File: config.mk
export PLATFORM = sky130hd
export DESIGN_NAME = i2c_irq_csr
export DESIGN_NICKNAME = d
export VERILOG_FILES = /design/src/rtl/i2c_irq_csr_pkg.sv /design/src/rtl/csr_view_decode.sv /design/src/rtl/csr_bit_bank.sv /design/src/rtl/irq_reduce.sv /design/src/rtl/i2c_irq_csr.sv
export SDC_FILE = /design/constraint.sdc
export NUM_CORES = 1
export LEC_CHECK = 0
export BUFFER_PORTS_ARGS = -buffer_cell sky130_fd_sc_hd__buf_2
export CORE_ASPECT_RATIO = 1.5
export CORE_MARGIN = 2
export CORE_UTILIZATION = 40
export CTS_CLUSTER_SIZE = 10
export DETAILED_ROUTE_END_ITERATION = 10
export GPL_ROUTABILITY_DRIVEN = 0
export HOLD_SLACK_MARGIN = 0.12
export PLACE_DENSITY = 0.76
export SYNTH_ARGS = -nofsm -noshare
export SYNTH_HDL_FRONTEND = slang
export SYNTH_SLANG_ARGS = --single-unit
File: constraint.sdc
create_clock -name clk -period 5.4 [get_ports clk]
set_input_delay 1.35 -clock clk [delete_from_list [all_inputs] [get_ports clk]]
set_output_delay 1.35 -clock clk [all_outputs]
set_load 0.05 [all_outputs]
File: src/rtl/i2c_irq_csr_pkg.sv
package i2c_irq_csr_pkg;
  typedef enum logic [1:0] {
    VIEW_NONE  = 2'd0,
    VIEW_PLAIN = 2'd1,
    VIEW_SET   = 2'd2,
    VIEW_CLR   = 2'd3
  } view_e;
endpackage

File: src/rtl/csr_view_decode.sv
module csr_view_decode
  import i2c_irq_csr_pkg::*;
#(
  parameter int ADDR_W    = 4,
  parameter int OFF_PLAIN = 0,
  parameter int OFF_SET   = 4,
  parameter int OFF_CLR   = 8
) (
  input  logic              wr_en,
  input  logic [ADDR_W-1:0] addr,
  output view_e             view,
  output logic              rd_hit
);
  localparam logic [ADDR_W-1:0] A_PLAIN = ADDR_W'(OFF_PLAIN);
  localparam logic [ADDR_W-1:0] A_SET   = ADDR_W'(OFF_SET);
  localparam logic [ADDR_W-1:0] A_CLR   = ADDR_W'(OFF_CLR);

  always_comb begin
    rd_hit = (addr == A_PLAIN) || (addr == A_SET) || (addr == A_CLR);
    view   = VIEW_NONE;
    if (wr_en) begin
      if (addr == A_PLAIN)      view = VIEW_PLAIN;
      else if (addr == A_SET)   view = VIEW_SET;
      else if (addr == A_CLR)   view = VIEW_CLR;
    end
  end
endmodule

File: src/rtl/csr_bit_bank.sv
module csr_bit_bank
  import i2c_irq_csr_pkg::*;
#(
  parameter int W = 8
) (
  input  logic         clk,
  input  logic         rst_n,
  input  view_e        view,
  input  logic [W-1:0] wbits,
  input  logic [W-1:0] evt,
  output logic [W-1:0] q
);
  for (genvar i = 0; i < W; i++) begin : g_bit
    logic nxt;
    always_comb begin
      unique case (view)
        VIEW_PLAIN: nxt = wbits[i];
        VIEW_SET:   nxt = q[i] | wbits[i];
        VIEW_CLR:   nxt = q[i] & ~wbits[i];
        default:    nxt = q[i];
      endcase
    end

    always_ff @(posedge clk) begin
      if (!rst_n) q[i] <= 1'b0;
      else        q[i] <= nxt | evt[i];
    end

    AST_EVENT_STICKS: assert property (@(posedge clk) disable iff (!rst_n)
      evt[i] |=> q[i]);
    AST_NO_SPURIOUS_RISE: assert property (@(posedge clk) disable iff (!rst_n)
      $rose(q[i]) |-> ($past(evt[i]) || $past(view == VIEW_PLAIN) || $past(view == VIEW_SET)));
    AST_FALL_NEEDS_WRITE: assert property (@(posedge clk) disable iff (!rst_n)
      $fell(q[i]) |-> (!$past(evt[i]) && ($past(view == VIEW_PLAIN) || $past(view == VIEW_CLR))));
  end
endmodule

File: src/rtl/irq_reduce.sv
module irq_reduce #(
  parameter int W = 8
) (
  input  logic         clk,
  input  logic         rst_n,
  input  logic [W-1:0] flags,
  input  logic [W-1:0] enables,
  output logic         irq
);
  always_ff @(posedge clk) begin
    if (!rst_n) irq <= 1'b0;
    else        irq <= |(flags & enables);
  end
endmodule

File: src/rtl/i2c_irq_csr.sv
module i2c_irq_csr
  import i2c_irq_csr_pkg::*;
#(
  parameter int ADDR_W  = 4,
  parameter int DATA_W  = 32,
  parameter int N_FLAGS = 8,
  parameter int NAK_BIT = 28
) (
  input  logic              clk,
  input  logic              rst_n,
  input  logic              wr_en,
  input  logic [ADDR_W-1:0] addr,
  input  logic [DATA_W-1:0] wdata,
  output logic [DATA_W-1:0] rdata,
  input  logic [N_FLAGS-1:0] evt_i,
  output logic              irq_o,
  output logic              nak_clr_o
);
  localparam int EN_LO = N_FLAGS;
  localparam int EN_HI = 2 * N_FLAGS - 1;

  view_e              view;
  logic               rd_hit;
  logic [N_FLAGS-1:0] flag_q;
  logic [N_FLAGS-1:0] en_q;
  logic               nak_q;
  logic               nak_req;
  logic               unused_wbits;

  assign unused_wbits = ^{wdata[DATA_W-1:NAK_BIT+1], wdata[NAK_BIT-1:EN_HI+1]};

  csr_view_decode #(.ADDR_W(ADDR_W), .OFF_PLAIN(0), .OFF_SET(4), .OFF_CLR(8)) u_dec (
    .wr_en (wr_en),
    .addr  (addr),
    .view  (view),
    .rd_hit(rd_hit)
  );

  csr_bit_bank #(.W(N_FLAGS)) u_flags (
    .clk  (clk),
    .rst_n(rst_n),
    .view (view),
    .wbits(wdata[N_FLAGS-1:0]),
    .evt  (evt_i),
    .q    (flag_q)
  );

  csr_bit_bank #(.W(N_FLAGS)) u_enables (
    .clk  (clk),
    .rst_n(rst_n),
    .view (view),
    .wbits(wdata[EN_HI:EN_LO]),
    .evt  ('0),
    .q    (en_q)
  );

  irq_reduce #(.W(N_FLAGS)) u_irq (
    .clk    (clk),
    .rst_n  (rst_n),
    .flags  (flag_q),
    .enables(en_q),
    .irq    (irq_o)
  );

  assign nak_req = wdata[NAK_BIT] && ((view == VIEW_PLAIN) || (view == VIEW_SET));

  always_ff @(posedge clk) begin
    if (!rst_n) nak_q <= 1'b0;
    else        nak_q <= nak_req;
  end

  assign nak_clr_o = nak_q;

  always_comb begin
    rdata = '0;
    if (rd_hit) begin
      rdata[N_FLAGS-1:0] = flag_q;
      rdata[EN_HI:EN_LO] = en_q;
      rdata[NAK_BIT]     = nak_q;
    end
  end

  AST_NAK_SINGLE_PULSE: assert property (@(posedge clk) disable iff (!rst_n)
    (nak_clr_o && !(wr_en && wdata[NAK_BIT] && (addr == ADDR_W'(0) || addr == ADDR_W'(4))))
      |=> !nak_clr_o);
  AST_NAK_NEEDS_WRITE: assert property (@(posedge clk) disable iff (!rst_n)
    $rose(nak_clr_o) |-> $past(wr_en));
  AST_IRQ_DROP_AFTER_WRITE: assert property (@(posedge clk) disable iff (!rst_n)
    $fell(irq_o) |-> $past(wr_en, 2));
endmodule

**After elaboration in Yosys (flattened, before gate mapping)**

Index checks and enable logic that the tools add are counted.

- Bits in registers: 18
- Bits of input ports: 47
- Output and inout port bits: 34
- Logic and storage cells: 109

- Eq/ne operators: 5
- Muxes and demuxes: 22
- Bitwise logic cells: 57
- Reduce and logical (&&, ||, !) cells: 7

Operator list:

| cell | count |
|---|---|
| $pmux W1 S3 | 16 |
| $or A1 B1 Y1 | 24 |
| $and A1 B1 Y1 | 16 |
| $mux W16 | 1 |
| $not A1 Y1 | 16 |
| $and A8 B8 Y8 | 1 |
| $mux W2 | 4 |
| $reduce_or A8 Y1 | 1 |
| $eq A2 B2 Y1 const B | 2 |
| $eq A4 B3 Y1 const B | 1 |
| $eq A4 B4 Y1 const B | 1 |
| $logic_not A4 Y1 | 1 |
| $logic_or A1 B1 Y1 | 3 |
| $reduce_bool A3 Y1 | 1 |
| $eq A2 B1 Y1 const B | 1 |
| $logic_and A1 B1 Y1 | 1 |
| $mux W1 | 1 |

**Logic depth before layout (Yosys ltp)**

Gate-level depths: netlist of run 1.

- Depth in word-level cells: 8
- Gate-level depth with buffers: 5
- Gate-level depth less buffers: 3

**By module**

A second synthesis of run 1 with hierarchy kept.

- Cell total of the unflattened synthesis: 139
- Area total of the unflattened synthesis: 1358.8 µm²

By module, submodules not included:

| module | instances | cells an instance | area an instance (µm²) | sequential area each (µm²) |
|---|---|---|---|---|
| csr_bit_bank | 2 | 45 | 489.2 | 160.2 |
| i2c_irq_csr | 1 | 37 | 285.3 | 20.0 |
| irq_reduce | 1 | 7 | 62.6 | 20.0 |
| csr_view_decode | 1 | 5 | 32.5 | 0.0 |

**Least setup slack after synthesis of run 1**

OpenSTA, ideal clock, no wires.

- Path kind: input to output
- Start: input port addr[3]
- End: output port rdata[11]
- Data arrival time: 2565 ps
- Required time: 4050 ps
- Path slack: 1485 ps
- Cell stages on the path: 4
- Path buffers: 2
- Cell sequence: buf_6 a211oi_1 clkbuf_1 and2_1

- Cells in the longest elaborated chain, start to end: 4
- Elaborated cells between the ends (all ways): 6
- Those cells by class: eq/ne: 2; mux: 1; reduce/logical: 3

RTL lines:

| item | line | text |
|---|---|---|
| from (decl) | i2c_irq_csr.sv:12 | `input logic [ADDR_W-1:0] addr,` |
| $eq A4 B3 Y1 / $logic_not A4 Y1 (equally long branches) | csr_view_decode.sv:19 | `rd_hit = (addr == A_PLAIN) \|\| (addr == A_SET) \|\| (addr == A_CLR);` |
| $logic_or A1 B1 Y1 | csr_view_decode.sv:19 |  |
| $logic_or A1 B1 Y1 * | csr_view_decode.sv:19 |  |
| $mux W16 * | i2c_irq_csr.sv:76 | `if (rd_hit) begin` |
| to (decl) | i2c_irq_csr.sv:14 | `output logic [DATA_W-1:0] rdata,` |

Mark *: on every way between the ends. The rest lies on a longest branch, timed or not.

**Final worst setup path of run 1**

- Start: input port addr[3]
- End: output port rdata[10]

Same word-level chain as after synthesis.

==> flow_summary.json, run 1 <==
{
  "pwr_density_cell_nw_per_um2": 227,
  "drt-met1-wl_um": 1240,
  "fin_tns_setup_ns": 0,
  "run_status": "finished, final reports clean",
  "routed.top_layer": "met4",
  "ys_ff_latch": 18,
  "min_path_type": "reg -> reg",
  "wl_um": 2910,
  "ctsResizeCount": 0,
  "cpPeakStageDelay_ns": 0.34,
  "die_h_um": 70.4,
  "start_kind": "input port",
  "grt_overflow": 0,
  "max_freq_ghz": 0.256,
  "cts_buffers": 3,
  "leakagePower_nw": 0.635,
  "grt_max_degree": 19,
  "cp_top_family": "buffers and inverters",
  "start_util_pct": 41.2,
  "clk_pin_slew_ns": 0.07,
  "fin_skew_ns": 0.00237,
  "yosys.area.top_type": "dfxtp_1",
  "coreArea_sq_um": 2850,
  "wl_met3_um": 151,
  "insertion_delay_ns": 0.25,
  "syn_inst": 142,
  "dr.pass1.iters": 4,
  "crit_slowest_cell": "a211oi_1",
  "via_per_inst": 5.11,
  "period_share_pct": 72.4,
  "yosys.area.top_type_share_pct": 30.7,
  "crit_path_frequent_cell": "buf_2",
  "setup_ws_ns": 1.49,
  "detailedPlace.worstSlack_ns": 1.50,
  "nets": 236,
  "drtAntennaViolNets": 0,
  "rsz0062_at_grt": "false",
  "crit_chain": "buf_2 > a211oi_1 > buf_4 > and2_2 > buf_2",
  "ioPinCount": 81,
  "max_cap_violations": 0,
  "diodes": 0,
  "h-tree-depth": 1,
  "tightest_slew_ns": 0.994,
  "grt_pass1_vias": 951,
  "drt_iter0_drc": 19,
  "io_buffer_count": 50,
  "drc": 0,
  "fin_crit_ns": 3.91,
  "arrival_ns": 2.56,
  "setup_violations": 0,
  "wl_per_cell_um": 12.9,
  "grt_usage_pct": 17.3,
  "placed_cell_area_sq_um": 1370,
  "cts_hold_buf": 0,
  "n_fill_cell": 302,
  "finalHoldViolations": 0,
  "report.final.slew_viol_count": 0,
  "vdd_drop_max_uv": 123,
  "grt_antenna_before_repair": 0,
  "stdcell_area_sq_um": 1410,
  "place_hpwl_um": 2110,
  "clockBufferDepth": 2,
  "drive_gt1_share_pct": 33.2,
  "grt_pass1_wl_um": 4280,
  "cts_tree": "yes",
  "synth.avg_cell_area_sq_um": 8.27,
  "relSlewSlack_pct": 33.5,
  "yosysWarningCount": 0,
  "end_kind": "output port",
  "clock-sinks": 18,
  "crit_path_max_fanout": 18,
  "yosysUniqueCellTypes": 24,
  "dr_total_vias": 1155,
  "ys_seq_area_share_pct": 30.7,
  "cts-root-buf": "clkbuf_8",
  "synth_top_cells_by_area": "dfxtp_1, buf_4, nor2b_1",
  "num_rows": 24,
  "hold_slack_ns": 0.491,
  "wl_met2_um": 1480,
  "worstSetupPathType": "in -> out",
  "dp_cells": 223,
  "syn_to_final_growth_pct": 20.3,
  "die_x_um": 48.3,
  "dieArea_sq_um": 3400,
  "post_cts_buffers": 0,
  "syn_area_sq_um": 1170,
  "critPathBufInv": 3,
  "required_ns": 4.05,
  "stdcell_count": 226
}
## metal layers
metal  global-route usage (%)  up-vias
met2                     28.4       41
met1                     21.6      547
met3                     2.33        3
met5                        0        -
li1                         -      564
met4                     6.31        0
## layout by cell type, fill, tap and decap left out, types with 3 or more instances in the layout
cell	instances
buf_2	50
dfxtp_1	18
nor2b_1	16
a21oi_1	16
conb_1	15
and2_1	11
o21ai_0	8
nand2_1	8
nand2b_1	8
o211ai_1	8
a221oi_1	7
and2_2	6
a22oi_1	4
clkbuf_8	3
## cell type report
class / instances / area (sq um) / area share (%)
Clock buffer: 3 / 41.3 / 2.92
Sequential cell: 18 / 360 / 25.5
Timing Repair Buffer: 51 / 258 / 18.2
Inverter: 1 / 3.75 / 0.265
Tap cell: 39 / 48.8 / 3.45
Multi-Input combinational cell: 114 / 702 / 49.6
## per-stage QoR
step | total power, mW | utilization, %
after floorplan | 0.215 | -
after global placement | 0.229 | 48.1
after detailed placement | 0.230 | 48.1
after CTS | 0.323 | 49.6
after global routing | 0.338 | 49.6
final | 0.321 | 49.6
## state kept, by name (all words and copies together) (netlist names)
register	cells
u_irq.irq	1
u_enables.q	8
u_flags.q	8
nak_clr_o	1
## worst min-delay path, stage by stage, from the launching register on
cell and delay, ns:
dfxtp_1 0.32, o21ai_0 0.07, a21oi_1 0.06
## Yosys cell counts
| cell type | instances |
|---|---|
| o21ai_0 | 8 |
| a22oi_1 | 4 |
| buf_2 | 3 |
| nor4b_4 | 1 |
| or4b_1 | 1 |
| or3b_1 | 1 |
| nand2b_1 | 8 |
| dfxtp_1 | 18 |
| and2_1 | 11 |
| a221oi_1 | 7 |
| nand2_1 | 8 |
| and3_1 | 1 |
| buf_6 | 2 |
| and2_2 | 6 |
| buf_4 | 15 |
| a41oi_1 | 1 |
| clkinv_1 | 1 |
| a21oi_1 | 16 |
| conb_1 | 1 |
| a221oi_2 | 1 |
| a211oi_1 | 1 |
| clkbuf_1 | 3 |
| o211ai_1 | 8 |
| nor2b_1 | 16 |
## logic make-up (layout without fill, tap and decap cells)
group,after synthesis,count (layout),share of synthesized area [%]
other cells,1,15,0.319
simple gates,53,53,29.2
buf+inv,24,55,14.1
compound gates,46,46,25.8
flops,18,18,30.7
## worst paths after layout
| path | slack, ns | endpoint | startpoint | depth (start not counted) |
|---|---|---|---|---|
| min reg2reg | 0.49 | u_enables.q[3] | u_enables.q[3] | 2 |
| min | 0.49 | u_enables.q[3] | u_enables.q[3] | 2 |
| max reg2reg | 4.56 | u_flags.q[6] | u_flags.q[6] | 2 |
| max | 1.49 | rdata[10] | addr[3] | 5 |
## power by group
part	internal, mW	total (mW)	switching [mW]
combinational	0.0247	0.0814	0.0566
clock	0.0496	0.0935	0.0438
sequential	0.140	0.146	0.00642
total	0.214	0.321	0.107
Note: power is estimated with default switching activity, not from simulation.
==> run 2: changes to the inputs <==
--- a/config.mk
+++ b/config.mk
@@ -5,6 +5,7 @@
 export SDC_FILE = /design/constraint.sdc
 export NUM_CORES = 1
 export LEC_CHECK = 0
+export ABC_AREA = 1
 export BUFFER_PORTS_ARGS = -buffer_cell sky130_fd_sc_hd__buf_2
 export CORE_ASPECT_RATIO = 1.5
 export CORE_MARGIN = 2
@@ -13,7 +14,7 @@
 export DETAILED_ROUTE_END_ITERATION = 10
 export GPL_ROUTABILITY_DRIVEN = 0
 export HOLD_SLACK_MARGIN = 0.12
-export PLACE_DENSITY = 0.76
+export PLACE_DENSITY = 0.72
 export SYNTH_ARGS = -nofsm -noshare
 export SYNTH_HDL_FRONTEND = slang
 export SYNTH_SLANG_ARGS = --single-unit
==> constraint.sdc (replaced) <==
create_clock -name clk -period 3.72 [get_ports clk]
set_input_delay 0.93 -clock clk [delete_from_list [all_inputs] [get_ports clk]]
set_output_delay 0.93 -clock clk [all_outputs]
set_load 0.05 [all_outputs]
==> flow_summary.json, run 2 <==
{
  "run_status": "finished, final reports clean",
  "arrival_ns": 1.81,
  "largest_registers": "u_enables.q x8, u_flags.q x8",
  "rsz0062_at_grt": "false",
  "grt_pass1_wl_um": 5290,
  "synth_flop_cell": "dfxtp_1",
  "stdcell_area_sq_um": 1650,
  "fin_tns_setup_ns": 0,
  "ys_seq_area_share_pct": 25.5,
  "hold_slack_ns": 0.462,
  "syn_area_sq_um": 1420,
  "holdPathEnd": "u_flags.q[3]",
  "yosys.area.top_type": "dfxtp_1",
  "grt_max_degree": 34,
  "place_hpwl_um": 2200,
  "grt_overflow": 0,
  "final_cell_mix": "inv_1, buf_2, nand2_1",
  "start_util_pct": 41.8,
  "cts_tree": "yes",
  "drive_gt1_share_pct": 31.8,
  "grt_pass1_vias": 1287,
  "ctsResizeCount": 0,
  "via_per_inst": 4.46,
  "cellInternalPower_uw": 329,
  "diodes": 0,
  "insertion_delay_ns": 0.25,
  "worstSetupPathType": "in -> out",
  "synth_edf_count": 0,
  "crit_path_max_fanout": 18,
  "fin_skew_ns": 0.000186,
  "relSlewSlack_pct": 45.5,
  "wl_um": 3080,
  "nets": 312,
  "io_buffer_count": 50,
  "crit_start": "addr[3]",
  "wl_per_cell_um": 10.1,
  "worstReg2RegEnd": "u_irq.irq",
  "drtAntennaViolNets": 0,
  "leakagePower_nw": 0.845,
  "final_common_cell": "inv_1",
  "die_h_um": 76.8,
  "vdd_drop_max_uv": 167,
  "yosysWarningCount": 0,
  "drt_iter0_drc": 40,
  "grt_usage_pct": 16.6,
  "cts_buffers": 3,
  "reg2reg_from": "u_enables.q[6]",
  "cts-root-buf": "clkbuf_8",
  "r2r_cells": 4,
  "syn_inst": 219,
  "synth_top_cells_by_area": "dfxtp_1, inv_1, nand2_1",
  "p_sw_uw": 170,
  "clk_pin_slew_ns": 0.07,
  "clock-sinks": 18,
  "placed_cell_area_sq_um": 1590,
  "h-tree-depth": 1,
  "synthArstFlopShare_pct": 0,
  "clockBufferDepth": 2,
  "yosysUniqueCellTypes": 21,
  "clkPwrFrac_pct": 31.7,
  "die_x_um": 52.6,
  "drc": 0,
  "finalHoldViolations": 0,
  "num_rows": 26,
  "min-delay-start": "u_flags.q[3]",
  "tightest_slew_ns": 0.816,
  "start_kind": "input port",
  "setup_violations": 0,
  "regToRegSetupSlack_ns": 2.86,
  "dieArea_sq_um": 4040,
  "dr_total_vias": 1364,
  "period_share_pct": 73.6,
  "ys_top_cells_by_count": "inv_1, nand2_1, nand3_1",
  "end_kind": "output port",
  "required_ns": 2.79,
  "min_path_type": "reg -> reg",
  "post_cts_buffers": 0,
  "fin_crit_ns": 2.74,
  "swShare_pct": 34.1,
  "coreArea_sq_um": 3380,
  "syn_to_final_growth_pct": 16.4,
  "report.final.slew_viol_count": 0,
  "p_seq_share_pct": 41.3,
  "yosys.area.top_type_share_pct": 25.5,
  "synth.avg_cell_area_sq_um": 6.46,
  "ioPinCount": 81,
  "max_freq_ghz": 0.365,
  "min_path_cells": 2,
  "pwr_density_cell_nw_per_um2": 303,
  "cts_hold_buf": 0,
  "grt_antenna_before_repair": 0,
  "pwr-share-comb_pct": 27.1,
  "dr.pass1.iters": 4,
  "max_cap_violations": 0,
  "synth_most_common_cell": "inv_1",
  "ys_ff_latch": 18
}
==> run 2: how the worst max path moves through the flow <==
stage | to | slack, ns | depth (start not counted)
floorplan | rdata[10] | 0.78 | 4
global placement | rdata[5] | 0.97 | 5
detailed placement | rdata[4] | 0.98 | 5
CTS | rdata[4] | 0.98 | 5
global route | rdata[1] | 0.91 | 5
finish | rdata[4] | 0.98 | 5
==> run 2: final cells by class <==
| class | instances | area (sq um) |
|---|---|---|
| tap | 42 | 52.6 |
| sequential | 18 | 360 |
| fill | 379 | 1740 |
| multi-input combinational | 137 | 722 |
| clock buffer | 4 | 55.1 |
| inverter | 55 | 206 |
| timing repair buffer | 50 | 250 |
==> run 2: logic make-up (layout without fill, tap and decap cells) <==
| group | count (synthesis) | count (layout) | synth area share, % |
|---|---|---|---|
| simple gates | 101 | 101 | 36.3 |
| buf+inv | 78 | 109 | 27.2 |
| compound gates | 21 | 21 | 10.7 |
| flops | 18 | 18 | 25.5 |
| other cells | 1 | 15 | 0.265 |
==> run 2: metal layers <==
layer | part of all wire [%] | vias to the layer above | routed length [um] | global-route usage (%)
li1 | - | 715 | - | -
met1 | 43 | 607 | 1320 | 20.7
met2 | 50 | 40 | 1550 | 28.4
met3 | 5.2 | 2 | 161 | 0.778
met4 | 1.3 | 0 | 40 | 7.69
met5 | 0 | - | 0 | 0
==> run 2: through the flow <==
stage	setup slack [ns]	utilization, %	power [mW]	std cells
floorplan	0.778	-	0.329	233
global route	0.908	48.7	0.524	306
finish	0.984	48.7	0.499	306
CTS	0.981	48.7	0.501	306
global placement	0.969	47.0	0.344	302
detailed placement	0.983	47.0	0.345	302
==> run 2: power by group through the flow <==
stage / sequential [mW] / combinational [mW] / clock, mW
2_1_floorplan: 0.211 / 0.118 / 0
3_3_place_gp: 0.210 / 0.134 / 0
3_5_place_dp: 0.210 / 0.135 / 0
4_1_cts: 0.206 / 0.135 / 0.160
5_1_grt: 0.207 / 0.148 / 0.169
6_report: 0.206 / 0.135 / 0.158
==> run 2: worst max-delay path, cell delays in order <==
cell and delay, ns:
buf_2 0.12, nand2_1 0.09, nand3_4 0.20, nor2_1 0.17
buf_2 0.28
==> run 3: changes to the inputs <==
--- a/config.mk
+++ b/config.mk
@@ -5,7 +5,7 @@
 export SDC_FILE = /design/constraint.sdc
 export NUM_CORES = 1
 export LEC_CHECK = 0
-export ABC_AREA = 1
+export ABC_AREA = 0
 export BUFFER_PORTS_ARGS = -buffer_cell sky130_fd_sc_hd__buf_2
 export CORE_ASPECT_RATIO = 1.5
 export CORE_MARGIN = 2
@@ -14,7 +14,7 @@
 export DETAILED_ROUTE_END_ITERATION = 10
 export GPL_ROUTABILITY_DRIVEN = 0
 export HOLD_SLACK_MARGIN = 0.12
-export PLACE_DENSITY = 0.72
+export PLACE_DENSITY = 0.76
 export SYNTH_ARGS = -nofsm -noshare
 export SYNTH_HDL_FRONTEND = slang
 export SYNTH_SLANG_ARGS = --single-unit
==> constraint.sdc (replaced) <==
create_clock -name clk -period 2.75 [get_ports clk]
set_input_delay 0.6875 -clock clk [delete_from_list [all_inputs] [get_ports clk]]
set_output_delay 0.6875 -clock clk [all_outputs]
set_load 0.05 [all_outputs]
==> flow_summary.json, run 3 (synthesis results as in run 1) <==
{
  "run_status": "finished, final reports clean",
  "seqCellArea_sq_um": 360,
  "leakagePower_nw": 0.650,
  "finalHoldViolations": 0,
  "utilization_pct": 50.4,
  "diodes": 0,
  "reg2reg_from": "u_flags.q[0]",
  "drt_iter0_drc": 30,
  "grt_pass1_wl_um": 4460,
  "cts-root-buf": "clkbuf_8",
  "cts_tree": "yes",
  "swShare_pct": 33.1,
  "clkPwrFrac_pct": 28.9,
  "crit_path_max_fanout": 15,
  "syn_to_final_growth_pct": 22.3,
  "fin_crit_ns": 2.47,
  "r2r_cells": 2,
  "min_path_cells": 2,
  "min_path_type": "reg -> reg",
  "start_kind": "input port",
  "tightest_slew_ns": 0.505,
  "pwr_density_cell_nw_per_um2": 439,
  "drc": 0,
  "drtAntennaViolNets": 0,
  "wl_per_cell_um": 12.3,
  "min-delay-start": "u_enables.q[0]",
  "p_seq_share_pct": 45.6,
  "multi_input_area_sq_um": 702,
  "cpPeakStageDelay_ns": 0.31,
  "grt_pass1_vias": 1023,
  "die_x_um": 48.3,
  "max_freq_ghz": 0.405,
  "insertion_delay_ns": 0.25,
  "setup_violations": 0,
  "h-tree-depth": 1,
  "worstReg2RegEnd": "u_flags.q[0]",
  "crit_path_frequent_cell": "buf_2",
  "pwr-share-comb_pct": 25.5,
  "arrival_ns": 1.78,
  "dr.pass1.iters": 4,
  "wl_um": 2810,
  "dr_total_vias": 1132,
  "cellInternalPower_uw": 422,
  "via_per_inst": 4.94,
  "start_util_pct": 41.2,
  "report.final.slew_viol_count": 0,
  "ctsResizeCount": 0,
  "n_fill_cell": 293,
  "regToRegSetupSlack_ns": 1.89,
  "grt_antenna_before_repair": 0,
  "num_rows": 24,
  "crit_slowest_cell": "a211oi_1",
  "period_share_pct": 89.7,
  "critPathBufInv": 3,
  "nets": 239,
  "grt_usage_pct": 17.8,
  "cp_top_family": "buffers and inverters",
  "relSlewSlack_pct": 66.1,
  "clockBufferDepth": 2,
  "holdPathEnd": "u_enables.q[0]",
  "fin_tns_setup_ns": 0,
  "vdd_drop_max_uv": 232,
  "rsz0062_at_grt": "false",
  "largest_registers": "u_enables.q x8, u_flags.q x8",
  "end_kind": "output port",
  "worstSetupPathType": "in -> out",
  "max_cap_violations": 0,
  "required_ns": 2.06,
  "p_sw_uw": 208,
  "drive_gt1_share_pct": 34.2,
  "fin_skew_ns": 0.00175,
  "coreArea_sq_um": 2850,
  "cts_hold_buf": 0,
  "place_hpwl_um": 2170,
  "cts_buffers": 3,
  "post_cts_buffers": 0,
  "clk_pin_slew_ns": 0.07,
  "grt_overflow": 0,
  "final_common_cell": "buf_2",
  "io_buffer_count": 50,
  "ioPinCount": 81,
  "crit_chain": "buf_2 > a211oi_1 > buf_4 > and2_2 > buf_2",
  "clock-sinks": 18,
  "dieArea_sq_um": 3400,
  "die_h_um": 70.4,
  "final_cell_mix": "buf_2, dfxtp_1, nor2b_1, a21oi_1, conb_1",
  "grt_max_degree": 18
}
## run 3: cell count changes in the layout (fill, tap and decap cells not counted), moves of 10 or more
cell	before	now
nand3_1	22	0
a21oi_1	6	16
and2_1	0	11
a21oi_2	11	0
nand2_1	43	8
nor2_1	20	0
nor2b_1	0	16
inv_1	51	0
nand3_2	11	0
## run 3: stage by stage
step                      area [sq um]  instances  setup WS (ns)  total power, mW  hold WS (ns)
after floorplan                   1230        156          0.160            0.423         0.458
after global placement            1400        226          0.280            0.453         0.474
after detailed placement          1400        226          0.273            0.455         0.472
after CTS                         1440        229          0.272            0.635         0.487
after global routing              1440        229          0.120            0.660         0.509
final                             1440        229          0.283            0.631         0.487
## run 3: worst max-delay path by stage
stage	start	endpoint	slack (ns)	cells past startpoint
2_1_floorplan	addr[3]	rdata[11]	0.16	4
3_3_place_gp	addr[1]	rdata[10]	0.28	5
3_5_place_dp	addr[1]	rdata[15]	0.27	5
4_1_cts	addr[1]	rdata[10]	0.27	5
5_1_grt	addr[1]	rdata[15]	0.12	5
6_report	addr[1]	rdata[10]	0.28	5
## run 3: power groups by stage
stage	Clock, mW	Combinational (mW)	Sequential [mW]
4_1_cts	0.186	0.162	0.288
2_1_floorplan	0	0.132	0.291
5_1_grt	0.194	0.175	0.290
3_3_place_gp	0	0.160	0.293
6_report	0.182	0.161	0.287
3_5_place_dp	0	0.162	0.294
## run 3: final cells by class
| cell class | count | area share [%] |
|---|---|---|
| Inverter | 1 | 0.261 |
| Clock buffer | 3 | 2.87 |
| Tap cell | 39 | 3.40 |
| Sequential cell | 18 | 25.1 |
| Multi-Input combinational cell | 114 | 48.9 |
| Timing Repair Buffer | 54 | 19.5 |
## run 3: layer usage
metal	up-vias	track usage, %	wire [um]	share of wire [%]
li1	567	-	-	-
met1	517	20.9	1170	41
met2	44	29.4	1430	51
met3	4	4.13	180	6.4
met4	0	6.61	33	1.2
met5	-	0	0	0
## run 3: worst register-to-register path, stage by stage, from the launching register on
cell	delay [ns]
dfxtp_1	0.34
a221oi_1	0.29
a21oi_1	0.10
